**config.mk**
```make
export PLATFORM = sky130hd
export DESIGN_NAME = alu_core
export DESIGN_NICKNAME = d
export VERILOG_FILES = /design/src/rtl/alu_pkg.sv /design/src/rtl/alu_decode.sv /design/src/rtl/alu_operand.sv /design/src/rtl/alu_addsub.sv /design/src/rtl/alu_shift.sv /design/src/rtl/alu_core.sv
export SDC_FILE = /design/constraint.sdc
export NUM_CORES = 1
export LEC_CHECK = 0
export ABC_CLOCK_PERIOD_IN_PS = 5730
export BUFFER_PORTS_ARGS = -buffer_cell sky130_fd_sc_hd__buf_4
export CORE_MARGIN = 2
export CORE_UTILIZATION = 55
export DETAILED_ROUTE_END_ITERATION = 8
export PLACE_DENSITY = 0.92
export SYNTH_ARGS = -nofsm -noshare
export SYNTH_HDL_FRONTEND = slang
export SYNTH_SLANG_ARGS = --single-unit
```
**constraint.sdc**
```tcl
create_clock -name vclk -period 5.73
set_clock_uncertainty 0.15 [all_clocks]
set_input_delay 0.573 -clock vclk [all_inputs]
set_output_delay 0.573 -clock vclk [all_outputs]
set_load 0.02 [all_outputs]
```
**src/rtl/alu_pkg.sv**
```systemverilog
package alu_pkg;
    localparam int DATA_W = 32;
    localparam int IMM_W  = 16;
    localparam int OP_W   = 5;
    localparam int SH_W   = $clog2(DATA_W);

    typedef enum logic [OP_W-1:0] {
        OP_ADD   = 5'd0,  OP_ADDU  = 5'd1,  OP_SUB   = 5'd2,  OP_SUBU  = 5'd3,
        OP_ADDI  = 5'd4,  OP_ADDIU = 5'd5,  OP_AND   = 5'd6,  OP_OR    = 5'd7,
        OP_XOR   = 5'd8,  OP_NOR   = 5'd9,  OP_ANDI  = 5'd10, OP_ORI   = 5'd11,
        OP_XORI  = 5'd12, OP_SLL   = 5'd13, OP_SRL   = 5'd14, OP_SRA   = 5'd15,
        OP_SLLV  = 5'd16, OP_SRLV  = 5'd17, OP_SRAV  = 5'd18, OP_SLT   = 5'd19,
        OP_SLTU  = 5'd20, OP_SLTI  = 5'd21, OP_SLTIU = 5'd22, OP_LUI   = 5'd23
    } alu_op_e;

    typedef enum logic [2:0] {
        CL_ARITH, CL_LOGIC, CL_SHIFT, CL_SLT, CL_LUI, CL_NONE
    } alu_class_e;

    typedef enum logic [1:0] {
        LF_AND, LF_OR, LF_XOR, LF_NOR
    } logic_fn_e;

    typedef struct packed {
        alu_class_e cls;
        logic       use_imm;
        logic       imm_sext;
        logic       sub;
        logic       trap;
        logic_fn_e  lfn;
        logic       sh_var;
        logic       sh_left;
        logic       sh_arith;
        logic       slt_uns;
    } alu_ctrl_t;

    function automatic logic [DATA_W-1:0] ext_imm(input logic [IMM_W-1:0] v,
                                                  input logic sext);
        return {{(DATA_W-IMM_W){sext & v[IMM_W-1]}}, v};
    endfunction

    function automatic logic [DATA_W-1:0] bit_rev(input logic [DATA_W-1:0] v);
        logic [DATA_W-1:0] r;
        for (int i = 0; i < DATA_W; i++) r[i] = v[DATA_W-1-i];
        return r;
    endfunction
endpackage

```
**src/rtl/alu_decode.sv**
```systemverilog
module alu_decode
    import alu_pkg::*;
(
    input  logic [OP_W-1:0] op_code,
    output alu_ctrl_t       ctrl
);
    always_comb begin
        ctrl     = '0;
        ctrl.cls = CL_NONE;
        case (op_code)
            OP_ADD:   begin ctrl.cls = CL_ARITH; ctrl.trap = 1'b1; end
            OP_ADDU:  ctrl.cls = CL_ARITH;
            OP_SUB:   begin ctrl.cls = CL_ARITH; ctrl.sub = 1'b1; ctrl.trap = 1'b1; end
            OP_SUBU:  begin ctrl.cls = CL_ARITH; ctrl.sub = 1'b1; end
            OP_ADDI:  begin ctrl.cls = CL_ARITH; ctrl.use_imm = 1'b1; ctrl.imm_sext = 1'b1;
                            ctrl.trap = 1'b1; end
            OP_ADDIU: begin ctrl.cls = CL_ARITH; ctrl.use_imm = 1'b1; ctrl.imm_sext = 1'b1; end
            OP_AND:   begin ctrl.cls = CL_LOGIC; ctrl.lfn = LF_AND; end
            OP_OR:    begin ctrl.cls = CL_LOGIC; ctrl.lfn = LF_OR;  end
            OP_XOR:   begin ctrl.cls = CL_LOGIC; ctrl.lfn = LF_XOR; end
            OP_NOR:   begin ctrl.cls = CL_LOGIC; ctrl.lfn = LF_NOR; end
            OP_ANDI:  begin ctrl.cls = CL_LOGIC; ctrl.lfn = LF_AND; ctrl.use_imm = 1'b1; end
            OP_ORI:   begin ctrl.cls = CL_LOGIC; ctrl.lfn = LF_OR;  ctrl.use_imm = 1'b1; end
            OP_XORI:  begin ctrl.cls = CL_LOGIC; ctrl.lfn = LF_XOR; ctrl.use_imm = 1'b1; end
            OP_SLL:   begin ctrl.cls = CL_SHIFT; ctrl.sh_left = 1'b1; end
            OP_SRL:   ctrl.cls = CL_SHIFT;
            OP_SRA:   begin ctrl.cls = CL_SHIFT; ctrl.sh_arith = 1'b1; end
            OP_SLLV:  begin ctrl.cls = CL_SHIFT; ctrl.sh_var = 1'b1; ctrl.sh_left = 1'b1; end
            OP_SRLV:  begin ctrl.cls = CL_SHIFT; ctrl.sh_var = 1'b1; end
            OP_SRAV:  begin ctrl.cls = CL_SHIFT; ctrl.sh_var = 1'b1; ctrl.sh_arith = 1'b1; end
            OP_SLT:   begin ctrl.cls = CL_SLT; ctrl.sub = 1'b1; end
            OP_SLTU:  begin ctrl.cls = CL_SLT; ctrl.sub = 1'b1; ctrl.slt_uns = 1'b1; end
            OP_SLTI:  begin ctrl.cls = CL_SLT; ctrl.sub = 1'b1; ctrl.use_imm = 1'b1;
                            ctrl.imm_sext = 1'b1; end
            OP_SLTIU: begin ctrl.cls = CL_SLT; ctrl.sub = 1'b1; ctrl.use_imm = 1'b1;
                            ctrl.imm_sext = 1'b1; ctrl.slt_uns = 1'b1; end
            OP_LUI:   ctrl.cls = CL_LUI;
            default:  ctrl.cls = CL_NONE;
        endcase
    end
endmodule

```
**src/rtl/alu_operand.sv**
```systemverilog
module alu_operand
    import alu_pkg::*;
(
    input  logic [DATA_W-1:0] src_b,
    input  logic [IMM_W-1:0]  imm,
    input  logic [SH_W-1:0]   shamt,
    input  logic [SH_W-1:0]   reg_amt,
    input  logic              use_imm,
    input  logic              imm_sext,
    input  logic              sh_var,
    output logic [DATA_W-1:0] opnd_b,
    output logic [SH_W-1:0]   sh_amt
);
    logic [DATA_W-1:0] imm_full;

    always_comb begin
        imm_full = ext_imm(imm, imm_sext);
        opnd_b   = use_imm ? imm_full : src_b;
        sh_amt   = sh_var ? reg_amt : shamt;
    end

    always_comb begin
        if (use_imm && !imm_sext)
            AST_ZERO_EXT_HIGH: assert (opnd_b[DATA_W-1:IMM_W] == '0);
    end
endmodule

```
**src/rtl/alu_addsub.sv**
```systemverilog
module alu_addsub
    import alu_pkg::*;
(
    input  logic [DATA_W-1:0] a,
    input  logic [DATA_W-1:0] b,
    input  logic              sub,
    output logic [DATA_W-1:0] sum,
    output logic              ovf_raw,
    output logic              lt_s,
    output logic              lt_u
);
    localparam int MSB = DATA_W - 1;

    logic [DATA_W-1:0] b_eff;
    logic [DATA_W:0]   wide;

    always_comb begin
        b_eff   = sub ? ~b : b;
        wide    = {1'b0, a} + {1'b0, b_eff} + {{DATA_W{1'b0}}, sub};
        sum     = wide[MSB:0];
        ovf_raw = (a[MSB] == b_eff[MSB]) && (sum[MSB] != a[MSB]);
        lt_s    = sum[MSB] ^ ovf_raw;
        lt_u    = ~wide[DATA_W];
    end

    always_comb begin
        if (sub && (a == b))
            AST_EQUAL_NOT_LESS: assert (!lt_s && !lt_u && sum == '0);
        if (!sub && (a[MSB] != b[MSB]))
            AST_MIXED_SIGN_NO_OVF: assert (!ovf_raw);
    end
endmodule

```
**src/rtl/alu_shift.sv**
```systemverilog
module alu_shift
    import alu_pkg::*;
(
    input  logic [DATA_W-1:0] val,
    input  logic [SH_W-1:0]   amt,
    input  logic              left,
    input  logic              arith,
    output logic [DATA_W-1:0] out
);
    logic              fill;
    logic [DATA_W-1:0] stage [SH_W+1];

    assign fill     = arith & ~left & val[DATA_W-1];
    assign stage[0] = left ? bit_rev(val) : val;

    for (genvar k = 0; k < SH_W; k++) begin : g_stage
        localparam int STEP = 1 << k;
        assign stage[k+1] = amt[k] ? {{STEP{fill}}, stage[k][DATA_W-1:STEP]} : stage[k];
    end

    assign out = left ? bit_rev(stage[SH_W]) : stage[SH_W];

    always_comb begin
        if (arith && !left)
            AST_SRA_SIGN_KEPT: assert (out[DATA_W-1] == val[DATA_W-1]);
        if (amt == '0)
            AST_ZERO_SHIFT_IDENT: assert (out == val);
    end
endmodule

```
**src/rtl/alu_core.sv**
```systemverilog
module alu_core
    import alu_pkg::*;
(
    input  logic [OP_W-1:0]   op_code,
    input  logic [DATA_W-1:0] src_a,
    input  logic [DATA_W-1:0] src_b,
    input  logic [IMM_W-1:0]  imm,
    input  logic [SH_W-1:0]   shamt,
    output logic [DATA_W-1:0] result,
    output logic              ovf_trap,
    output logic              wr_en
);
    alu_ctrl_t         ctrl;
    logic [DATA_W-1:0] opnd_b;
    logic [SH_W-1:0]   sh_amt;
    logic [DATA_W-1:0] sum;
    logic              ovf_raw;
    logic              lt_s;
    logic              lt_u;
    logic [DATA_W-1:0] sh_out;
    logic [DATA_W-1:0] lg_out;

    alu_decode u_dec (
        .op_code (op_code),
        .ctrl    (ctrl)
    );

    alu_operand u_opnd (
        .src_b    (src_b),
        .imm      (imm),
        .shamt    (shamt),
        .reg_amt  (src_a[SH_W-1:0]),
        .use_imm  (ctrl.use_imm),
        .imm_sext (ctrl.imm_sext),
        .sh_var   (ctrl.sh_var),
        .opnd_b   (opnd_b),
        .sh_amt   (sh_amt)
    );

    alu_addsub u_as (
        .a       (src_a),
        .b       (opnd_b),
        .sub     (ctrl.sub),
        .sum     (sum),
        .ovf_raw (ovf_raw),
        .lt_s    (lt_s),
        .lt_u    (lt_u)
    );

    alu_shift u_sh (
        .val   (src_b),
        .amt   (sh_amt),
        .left  (ctrl.sh_left),
        .arith (ctrl.sh_arith),
        .out   (sh_out)
    );

    always_comb begin
        case (ctrl.lfn)
            LF_AND:  lg_out = src_a & opnd_b;
            LF_OR:   lg_out = src_a | opnd_b;
            LF_XOR:  lg_out = src_a ^ opnd_b;
            default: lg_out = ~(src_a | opnd_b);
        endcase
    end

    always_comb begin
        case (ctrl.cls)
            CL_ARITH: result = sum;
            CL_LOGIC: result = lg_out;
            CL_SHIFT: result = sh_out;
            CL_SLT:   result = {{(DATA_W-1){1'b0}}, ctrl.slt_uns ? lt_u : lt_s};
            CL_LUI:   result = {imm, {(DATA_W-IMM_W){1'b0}}};
            default:  result = '0;
        endcase
        ovf_trap = ctrl.trap & ovf_raw;
        wr_en    = (ctrl.cls != CL_NONE) & ~ovf_trap;
    end

    always_comb begin
        if (ovf_trap)
            AST_TRAP_BLOCKS_WRITE: assert (!wr_en);
        if (!ctrl.trap)
            AST_NO_OVERFLOW: assert (!ovf_trap);
        if (ctrl.cls == CL_SLT)
            AST_SLT_BINARY: assert (result[DATA_W-1:1] == '0);
        if (ctrl.cls == CL_LUI)
            AST_LUI_LOW_ZERO: assert (result[DATA_W-IMM_W-1:0] == '0);
        if (ctrl.cls == CL_NONE)
            AST_UNDEF_SILENT: assert (result == '0 && !wr_en && !ovf_trap);
    end
endmodule

```
* Yosys cells after proc, flatten, opt, wreduce, memory -nomap -nowiden
Index checks and enable logic that the tools add are counted.
Word-level totals: bits in registers 0, word-level logic and storage cells 89
Operators by class: muxes and demuxes 23, bitwise operators 14, add/sub/neg operators 2, equal/unequal tests 32, reduce and logical (&&, ||, !) cells 18
Operator list (count):
- 2-to-1 mux 32 bit | 9
- case mux 32 bit (5 select lines) | 1
- case mux 32 bit (3 select lines) | 1
- inverter 32 bit | 2
- equality test 5 x 4 -> 1 bit, second input constant | 8
- equality test 5 bit, second input constant | 8
- adder 32 x 32 -> 33 bit | 1
- adder 33 x 1 -> 33 bit | 1
- AND 32 bit | 1
- bitwise OR 32 bit | 1
- bitwise XOR 32 bit | 1
- equality test 5 x 3 -> 1 bit, second input constant | 4
- OR reduction 6 bit | 3
- case mux 3 bit (5 select lines) | 1
- OR reduction 7 bit | 2
- equality test 5 x 2 -> 1 bit, second input constant | 2
- OR reduction 2 bit | 5
- 2-to-1 mux 1 bit | 9
- OR reduction 4 bit | 2
- equality test 3 x 2 -> 1 bit, second input constant | 2
- case mux 2 bit (3 select lines) | 1
- OR reduction 3 bit | 2
- AND 1 bit | 5
- equality test 5 x 1 -> 1 bit, second input constant | 1
- 14 further kinds | 16

* Longest topological paths before layout
depth in word-level cells 14, gate-level depth with buffers 19, depth with buffers taken out 16

* Cells and area by module
From an unflattened synthesis, not the netlist that was laid out.
Second synthesis, totals: cell total of the unflattened synthesis 1249, area total of the unflattened synthesis 9267.6 um2
By module, submodules not included:
- alu_shift | times used 1, cells each 461, area an instance 3594.7 um2
- alu_core | times used 1, cells each 405, area an instance 2798.9 um2
- alu_addsub | times used 1, cells each 278, area an instance 2084.5 um2
- alu_operand | times used 1, cells each 59, area an instance 485.5 um2
- alu_decode | times used 1, cells each 46, area an instance 304.0 um2

* Worst setup path after synthesis
OpenSTA, ideal clock, no wires.
path type input-to-output, start input op_code[1], end output result[30], data arrival time 4.973 ns, data required time 5.007 ns, setup slack 0.034 ns, cell stages on the path 17, cells stage by stage buf_2 -> and3b_1 -> o21ai_0 -> nor3b_1 -> clkbuf_1 -> mux2i_1 -> xnor2_1 -> fa_1 -> a21o_1 -> a21oi_1 -> o211ai_1 -> a221oi_1 -> o21a_1 -> o311ai_0 -> a41o_1 -> o22a_1 -> o211ai_1
On the way: longest elaborated chain between the ends 13, elaborated cells on any way between the ends 75, those cells by class 2 x add/sub; 29 x eq/ne; 20 x mux; 9 x bitwise; 15 x reduce/logical
Ends and longest elaborated chain:
- start: declaration | line alu_core.sv:4 | input logic [OP_W-1:0] op_code,
- parallel branches: the longest is 12 deep, another holds adder 32 x 32 -> 33 bit
- case mux 32 bit (5 select lines) * | line alu_core.sv:68 | case (ctrl.cls)
- end: declaration | line alu_core.sv:9 | output logic [DATA_W-1:0] result,
Every way passes the cells marked *.

* Final worst setup path
start input op_code[0], end output result[30]
The elaborated chain is that of the path after synthesis.

==> summary.md <==
| Metric | Value |
|---|---|
| Worst setup EP type | primary output |
| Mapped cell area | 7540 µm² |
| Standard-cell rows | 42 |
| Final WS setup | 0.187 ns |
| Post-DP HPWL | 24100 µm |
| Die height | 121 µm |
| DR pass1 iterations | 7 |
| Via Count | 9184 |
| Clock power frac | 0% |
| Final period demand of the worst path | 5.54 ns |
| # IOs | 124 |
| Max-cap viol count | 0 |
| Top-area cell type share of the netlist area | 16.3% |
| Worst-margin pin slew | 0.943 ns |
| I/O Buffers | 124 |
| Switching Fraction | 59.8% |
| Hold Crit Class | in2out |
| VDD IR-drop max | 0.0976 mV |
| Die area | 14700 µm² |
| Core box area | 13300 µm² |
| Synth area leader | ha_1 |
| WL/cell | 23.3 µm |
| Fin crit share | 96.7% |
| Placed Cells | 1316 |
| Via-to-Cell Ratio | 6.95 |
| Critical Path, Cell by Cell | buf_4 -> and3b_1 -> o21ai_1 -> nor3b_4 -> buf_12 -> buf_6 -> a21oi_1 -> xnor2_1 -> buf_4 -> ha_1 -> nand3_1 -> a21o_1 -> nor2_1 -> nand2_1 -> o21a_1 -> o311ai_1 -> a41o_1 -> nand3_1 -> o22a_1 -> o211ai_1 -> buf_4 |
| Clkbuf count | 0 |
| Outcome | finished, final reports clean |
| Post-synth top cells | nand2_1, a21oi_1, ha_1 |
| Worst EP arrival | 4.82 ns |
| Comb pwr share | 100.0% |
| Drt total wl | 30700 µm |
| First-pass GRT wire length | 46300 µm |
| Die X | 121 µm |
| Critical path class | in2out |
| Pre-CTS WS | -0.0190 ns |
| Seq/Total Area, Yosys | 0% |
| CP Max Fanout | 16 |
| Worst EP required | 5.01 ns |
| Layout cells sized above 1 | 19.5% |
| Most frequent cell after synthesis | nand2_1 |
| Mapped Avg Cell Area | 7.20 µm² |
| P&R area growth vs syn | 16.9% |
| Setup violators final | 0 |
| Slew headroom | 37.1% |
| Most repeated library cell on the critical path | buf_4 |
| Antenna-violating nets left | 0 |
| Pleak | 4.08 nW |
| Vias in the first global route | 8442 |
| Hold Fails Final Rpt | 0 |
| DRT iter0 DRCs | 1649 |
| Sequential share of power | 0% |
| Fmax | 0.180 GHz |
| Total of fill cells in the finished design | 1200 |
| Initial antenna violation count | 1 |
| Cells after Synth | 1047 |
| Hold Crit Depth | 3 |
| Pwr/cell area | 146 nW/µm² |
| Pins Over Slew Limit | 0 |
| Tot Pwr | 1.28 mW |
| GP Congestion | 1.09 |
| Syn nets | 1236 |
| Post-route DRC | 0 |
| Area contributors post-synth | ha_1, mux2i_1, a21oi_1, nand2_1, xnor2_1 |
| Seq cells | 0 |
| Initial Utilization | 56.7% |
| Overflow after GRT | 0 |
| Final Net Count | 1335 |
| Yosys warns | 0 |
| CP peak stage delay | 0.35 ns |
| Seq. cell area | 0 µm² |
| Overall routing resource usage | 40.3% |
| Synth cell types | 78 |
| Startpoint types | input port |
| Slowest CP cell | nor3b_4 |
| Switch Pwr | 0.767 mW |
| Final cell count without fillers | 1321 |
| Internal power | 0.516 mW |
| Pin count of the biggest net entering global routing | 39 |
what timing repair did:
item                                    4_1_cts  5_1_grt
resized for setup                             1       17
pin swaps                                     0        4
endpoints found under the setup margin        1       16
buffers inserted                              0        4
hold buffers                                  0        0
worst max-delay path: cells and delay by family:
family          cells  cell delay (ns)
simple gates        6             1.01
compound gates      8             1.74
xor+xnor            1             0.20
fa+ha+maj           1             0.35
buf+inv             5             0.93
metrics by stage:
step                hold slack, ns  utilization [%]  cell area, µm²  TNS, ns
floorplan                     1.22                -            7540        0
global placement              1.42             65.5            8710        0
detailed placement            1.43             65.5            8710  -0.0190
CTS                           1.43             65.5            8710        0
global route                  1.45             66.3            8810  -0.0524
finish                        1.43             66.3            8810        0
area by class of cell:
cell class         instances  area [µm²]  area share (%)
multi-input cells        907        7050            80.0
well taps                176         220            2.50
repair buffers           165        1270            14.4
inverters                 72         270            3.07
diodes                     1        2.50          0.0284
path summary, 6_finish.rpt:
| path | from | endpoint | slack [ns] |
|---|---|---|---|
| max | op_code[0] | result[30] | 0.19 |
| min | op_code[4] | wr_en | 1.43 |
routing by layer:
| layer | track usage [%] | up-vias | wire length, µm |
|---|---|---|---|
| li1 | - | 4108 | - |
| met1 | 55.4 | 4180 | 11300 |
| met2 | 61.9 | 741 | 12900 |
| met3 | 6.25 | 155 | 4610 |
| met4 | 17.8 | 0 | 1870 |
| met5 | 0 | - | 0 |
placed cells by master, fill, tap and decap left out, drive strengths merged, types with 6 or more instances in the layout:
master    n
buf     165
nand2   121
a21oi   104
mux2i    99
ha       98
inv      72
o21ai    68
nor2     65
xnor2    48
o211ai   28
nand3    25
a211oi   24
mux4     21
a21o     18
a31oi    13
a221oi   13
nand2b   11
xor2     10
o21bai    9
mux2      9
nor2b     8
o221ai    8
o22ai     8
a222oi    8
a211o     7
a32oi     7
a221o     7
nand4     6
cell families (layout without fill, tap and decap cells):
| group | after synthesis | after routing | synth area share (%) |
|---|---|---|---|
| mux | 129 | 129 | 21.4 |
| fa+ha+maj | 99 | 99 | 16.5 |
| compound gates | 360 | 360 | 31.9 |
| xor+xnor | 58 | 58 | 6.74 |
| other cells | 0 | 1 | 0 |
| buf+inv | 140 | 237 | 7.85 |
| simple gates | 261 | 261 | 15.6 |
power by group through the flow:
stage / registers [mW] / clock network, mW / logic (mW)
after detailed placement: 0 / 0 / 1.21
after CTS: 0 / 0 / 1.21
after global placement: 0 / 0 / 1.19
final: 0 / 0.0000000154 / 1.28
after global routing: 0 / 0 / 1.36
after floorplan: 0 / 0 / 0.814
Note: power is estimated with default switching activity, not from simulation.
